$ cat config.mk
export PLATFORM = sky130hd
export DESIGN_NAME = comma_align_rx
export DESIGN_NICKNAME = d
export VERILOG_FILES = /design/src/rtl/comma_align_pkg.sv /design/src/rtl/comma_align_dp.sv /design/src/rtl/comma_align_ctrl.sv /design/src/rtl/comma_align_rx.sv
export SDC_FILE = /design/constraint.sdc
export NUM_CORES = 1
export LEC_CHECK = 0
export BUFFER_PORTS_ARGS = -buffer_cell sky130_fd_sc_hd__buf_2
export CAP_MARGIN = 20
export CORE_MARGIN = 2
export CORE_UTILIZATION = 58
export DETAILED_ROUTE_END_ITERATION = 10
export PLACE_DENSITY = 0.86
export SYNTH_ARGS = -nofsm -noshare
export SYNTH_HDL_FRONTEND = slang
export SYNTH_SLANG_ARGS = --single-unit
export TNS_END_PERCENT = 20
$ cat constraint.sdc
create_clock -name clk -period 4.35 [get_ports clk]
set_input_delay 0.87 -clock clk [delete_from_list [all_inputs] [get_ports clk]]
set_output_delay 0.87 -clock clk [all_outputs]
set_load 0.01 [all_outputs]
$ cat src/rtl/comma_align_pkg.sv
package comma_align_pkg;

  localparam int unsigned SYM_W   = 10;
  localparam int unsigned N_COMMA = 2;

  // Both running-disparity forms of the K28.5 comma, bit 9 down to bit 0
  localparam logic [SYM_W-1:0] COMMA_SET [N_COMMA] = '{
    10'b0011111010,
    10'b1100000101
  };

  // Strobes from control to datapath
  typedef struct packed {
    logic loadWord;   // capture the window into the output register
    logic markSync;   // the captured word is a comma
  } alignCtrl_t;

endpackage

$ cat src/rtl/comma_align_dp.sv
module comma_align_dp
  import comma_align_pkg::*;
#(
  parameter int unsigned WORD_W = SYM_W
) (
  input  logic              clk,
  input  logic              rstN,
  input  logic              serNormal,
  input  logic              serLoop,
  input  logic              loopSel,
  input  alignCtrl_t        ctrl,
  output logic              commaSeen,
  output logic [WORD_W-1:0] wordOut,
  output logic              syncFlag,
  output logic              wordStrobe
);

  logic              serBit;
  logic [WORD_W-1:0] window;
  logic [N_COMMA-1:0] matchVec;

  assign serBit = loopSel ? serLoop : serNormal;

  // Sliding window: the oldest bit sits in the MSB
  always_ff @(posedge clk or negedge rstN) begin
    if (!rstN) window <= '0;
    else       window <= {window[WORD_W-2:0], serBit};
  end

  // One comparator per comma form
  for (genvar gi = 0; gi < N_COMMA; gi++) begin : g_cmp
    assign matchVec[gi] = (window == COMMA_SET[gi]);
  end

  assign commaSeen = |matchVec;

  // Output register
  always_ff @(posedge clk or negedge rstN) begin
    if (!rstN) begin
      wordOut    <= '0;
      syncFlag   <= 1'b0;
      wordStrobe <= 1'b0;
    end else begin
      wordStrobe <= ctrl.loadWord;
      syncFlag   <= ctrl.loadWord & ctrl.markSync;
      if (ctrl.loadWord) wordOut <= window;
    end
  end

  AST_SYNC_WITH_STROBE: assert property (@(posedge clk) disable iff (!rstN)
    syncFlag |-> wordStrobe);

  AST_SYNC_IS_COMMA: assert property (@(posedge clk) disable iff (!rstN)
    syncFlag |-> (wordOut == COMMA_SET[0] || wordOut == COMMA_SET[1]));

  AST_WORD_HOLD: assert property (@(posedge clk) disable iff (!rstN)
    !wordStrobe |-> $stable(wordOut));

endmodule

$ cat src/rtl/comma_align_ctrl.sv
module comma_align_ctrl
  import comma_align_pkg::*;
#(
  parameter int unsigned WORD_W = SYM_W
) (
  input  logic       clk,
  input  logic       rstN,
  input  logic       syncEnable,
  input  logic       commaSeen,
  output alignCtrl_t ctrl
);

  localparam int unsigned CNT_W = $clog2(WORD_W + 1);

  logic [CNT_W-1:0] bitCnt;   // bits of the current word held in the window
  logic             primed;   // window holds WORD_W post-reset bits
  logic             wordFull;
  logic             commaHit;

  assign wordFull = (bitCnt == CNT_W'(WORD_W));
  assign commaHit = primed & syncEnable & commaSeen;

  always_comb begin
    ctrl          = '0;
    ctrl.loadWord = wordFull | commaHit;
    ctrl.markSync = commaHit;
  end

  always_ff @(posedge clk or negedge rstN) begin
    if (!rstN) begin
      bitCnt <= '0;
      primed <= 1'b0;
    end else begin
      if (bitCnt == CNT_W'(WORD_W - 1)) primed <= 1'b1;
      if (ctrl.loadWord) bitCnt <= CNT_W'(1);
      else               bitCnt <= bitCnt + CNT_W'(1);
    end
  end

  AST_CNT_RANGE: assert property (@(posedge clk) disable iff (!rstN)
    bitCnt <= CNT_W'(WORD_W));

  AST_FULL_RESTARTS: assert property (@(posedge clk) disable iff (!rstN)
    wordFull |=> (bitCnt == CNT_W'(1)));

  AST_NO_LOAD_UNPRIMED: assert property (@(posedge clk) disable iff (!rstN)
    !primed |-> !ctrl.loadWord);

endmodule

$ cat src/rtl/comma_align_rx.sv
module comma_align_rx
  import comma_align_pkg::*;
#(
  parameter int unsigned WORD_W = SYM_W
) (
  input  logic              clk,
  input  logic              rstN,
  input  logic              serNormal,
  input  logic              serLoop,
  input  logic              loopSel,
  input  logic              syncEnable,
  output logic [WORD_W-1:0] wordOut,
  output logic              syncFlag,
  output logic              wordStrobe
);

  alignCtrl_t ctrl;
  logic       commaSeen;

  comma_align_ctrl #(.WORD_W(WORD_W)) u_ctrl (
    .clk        (clk),
    .rstN       (rstN),
    .syncEnable (syncEnable),
    .commaSeen  (commaSeen),
    .ctrl       (ctrl)
  );

  comma_align_dp #(.WORD_W(WORD_W)) u_dp (
    .clk        (clk),
    .rstN       (rstN),
    .serNormal  (serNormal),
    .serLoop    (serLoop),
    .loopSel    (loopSel),
    .ctrl       (ctrl),
    .commaSeen  (commaSeen),
    .wordOut    (wordOut),
    .syncFlag   (syncFlag),
    .wordStrobe (wordStrobe)
  );

  AST_NO_SYNC_DISABLED: assert property (@(posedge clk) disable iff (!rstN)
    !$past(syncEnable) |-> !syncFlag);

endmodule

==> impl_results.md <==
- Worst min-delay path class: reg2reg
- Critical Path Sink: u_dp.wordOut[9]$_DFFE_PN0P_
- XOR/XNOR Fraction of Synth Area: between 1.5 and 2%
- Post-synthesis compound-gate area fraction: 11.3%
- Pwr Density: 580 nW/um^2
- Final GP Congestion: 0.754
- RSZ-0062 raised after global routing: no
- Setup crit start: u_dp.window[5]$_DFF_PN0_
- Port Buffer Count: 17
- Fmax: 497 MHz
- Share of cells above drive strength 1: between 20% and 30%
- Largest family of logic cells by synthesized area: multiplexers
- I/O Pins: 18
- Min cycle time layout: roughly 2 ns
- Setup Buffers After CTS: 0
- CP arrival: 2.23 ns
- Leakage: 0.647 nW
- Largest fanout on the critical path: 9
- Average routed wire per standard cell: 15.2 um
- Die Ht: 48.6 um
- Root cell of the clock tree: clkbuf_4
- Filler instances: about 150
- Switching part of the total power: 32.8%
- Net count after synthesis: 95
- Tot GR Track Use: 18.8%
- Pre-CTS setup slack: 2.15 ns
- Setup crit end kind: flop
- First-pass DRT Iterations: 4
- WP data required: 4.57 ns
- Worst Setup Slack, final: 2.34 ns
- Area Growth Syn to Fin: 11.0%
- Number of global-route vias before repair: 732
- Vias: 733
- Yosys warns: 0
- Max-cap violation count: 0
- Final period util: a little under half
- Simple logic cell fraction of the synthesized area: 9.01%
- Slew margin rel.: roughly 63%
- Resize count post-CTS: 0
- Final Hold Vio Count: 0
- Final slew viol count: 0
- CTS H-tree depth: 1
- CTS max path bufs: 2
- Worst R2R End: u_dp.wordOut[9]$_DFFE_PN0P_
- Area of the core: between 1500 and 2000 sq um
- Syn Area/Cell: between 10 and 15 sq um
- FF+latch count, synth: 27
- Ant. Diodes: 0
- Cell area after synthesis: 1150 sq um
- Final setup vio count: 0
- Path depth of the worst reg2reg path: 3
- Worst R2R Start: u_dp.window[5]$_DFF_PN0_
- Row count: 16
- Worst VDD drop: 0.328 mV
- Cts hold-fix bufs: 0
- Die W: 48.6 um
- Startpoint Class: flop
- DR iter-0 viols: 25
- Psw: 0.243 mW
- Drt total wl: 1.97 mm
- Die area: 2360 sq um
- CTS buffer count: 3
- CTS tree: built
- Mux cell area share after synthesis: 11.4%
- Post-synth cell types: 23
- DR DRC count: 0
- Post-route setup TNS: 0 ns
- Sequential share of power: 49.7%
- Clock-pin slew on the worst setup and hold paths: 0.14 ns
- CTS Sinks: 27
- Status: finished, final reports clean
- Clock Power Share: between 10% and 20%
- DP HPWL: between 1 and 1.5 mm
- Initial antenna violation count: 0
- Final nets: 113
- Largest net degree at the start of global routing: 28
- First-pass GRT wire length: 3.41 mm
- Post-DRT Antenna Nets: 0
- Clk_lat worst skew: 0.33 ns
- Remaining global-route overflow: 0
- Reg2Reg Setup Slack: 2.34 ns
- Internal power: 0.499 mW
- Combinational share of power: a little over a third
- Adder-Cell Fraction of Synth Area: 3.26%
- Setup Skew: 0.00768 ns
- Critical path type: reg2reg
- Worst-margin pin slew: approximately 0.56 ns
- Avg Vias per Cell: 5.64
- Cell count after synthesis: 86
- Total power: 0.742 mW
- Seq/Total Area, Yosys: 58.6%
- Starting Density: 60.0%
## routing by layer
metal / GRT usage, % / vias to the layer above / routed length [um]
met5: 0 / - / 0
met4: 7.14 / 0 / 45
met3: 2.16 / 6 / 56
met2: 32.4 / 15 / 1020
met1: 24.7 / 369 / 847
li1: - / 343 / -
## power groups by stage
stage	registers (mW)	clock network, mW	logic, mW
3_5_place_dp	0.374	0	0.266
3_3_place_gp	0.371	0	0.255
2_1_floorplan	0.392	0	0.162
5_1_grt	0.378	0.118	0.290
6_report	0.368	0.108	0.265
4_1_cts	0.369	0.112	0.269
## cells in the final DEF (no fill, tap or decap), types with 3 or more instances in the layout
cell | Yosys | routed
o31ai_1 | 8 | 8
nor3_1 | 4 | 4
inv_1 | 9 | 9
clkbuf_4 | 0 | 3
ha_1 | 3 | 3
mux2i_1 | 6 | 6
buf_2 | 0 | 17
o31a_1 | 5 | 5
dfrtp_1 | 27 | 27
mux2_4 | 4 | 4
## metrics by stage
step           cells  hold WS, ns  cell area, sq um  utilization [%]
2_1_floorplan     86        0.378              1150                -
3_3_place_gp     126        0.398              1250             65.0
3_5_place_dp     126        0.410              1250             65.0
4_1_cts          130        0.442              1280             66.5
5_1_grt          130        0.460              1280             66.5
6_report         130        0.446              1280             66.5
## worst min-delay path by stage
stage                                        start                        to  slack, ns  cells after the start
after floorplan           u_dp.window[2]$_DFF_PN0_  u_dp.window[3]$_DFF_PN0_       0.38                      0
after global placement    u_dp.window[4]$_DFF_PN0_  u_dp.window[5]$_DFF_PN0_       0.40                      0
after detailed placement  u_dp.window[6]$_DFF_PN0_  u_dp.window[7]$_DFF_PN0_       0.41                      0
after CTS                 u_dp.window[6]$_DFF_PN0_  u_dp.window[7]$_DFF_PN0_       0.44                      0
after global routing      u_dp.window[6]$_DFF_PN0_  u_dp.window[7]$_DFF_PN0_       0.46                      0
final                     u_dp.window[2]$_DFF_PN0_  u_dp.window[3]$_DFF_PN0_       0.45                      0
## cell type report
type / count / area [sq um] / area share [%]
inverters: 9 / 33.8 / 2.64
clock buffers: 3 / 22.5 / 1.76
repair buffers: 17 / 85.1 / 6.65
well taps: 27 / 33.8 / 2.64
multi-input cells: 46 / 420 / 32.9
clock inverters: 1 / 7.51 / 0.587
flip-flops and latches: 27 / 676 / 52.8
## synth_stat cells
cell / count / area [sq um]
nor3_1: 4 / 20.0
xor2_1: 1 / 8.76
mux2i_1: 6 / 60.1
buf_6: 1 / 11.3
mux2_2: 1 / 11.3
nand2_1: 1 / 3.75
or3_2: 1 / 7.51
xnor2_1: 1 / 8.76
o31ai_1: 8 / 60.1
inv_1: 9 / 33.8
or4b_1: 2 / 20.0
nand4_1: 1 / 6.26
dfrtp_1: 27 / 676
a31o_2: 1 / 8.76
nand4bb_1: 1 / 11.3
ha_1: 3 / 37.5
o31a_4: 1 / 17.5
nand4b_1: 2 / 17.5
clkbuf_1: 3 / 11.3
mux2_4: 4 / 60.1
nand3b_1: 1 / 7.51
o31a_1: 5 / 43.8
nand3_1: 2 / 10.0
## cells by family after synthesis
family / Yosys count
xor+xnor: 2
compound gates: 15
mux: 11
flops: 27
simple gates: 15
buf+inv: 13
fa+ha+maj: 3
## worst max-delay path, cell delays in order, from the launching register on
cell	delay (ns)
dfrtp_1	0.44
or4b_1	0.71
o31a_4	0.45
mux2_4	0.30
## flip-flops by register name (all words and copies together), names as in the netlist
| signal | cells |
|---|---|
| u_dp.syncFlag | 1 |
| u_ctrl.bitCnt | 4 |
| u_dp.wordOut | 10 |
| u_dp.wordStrobe | 1 |
| u_ctrl.primed | 1 |
| u_dp.window | 10 |
No activity file was read; power rests on OpenSTA's default activity.
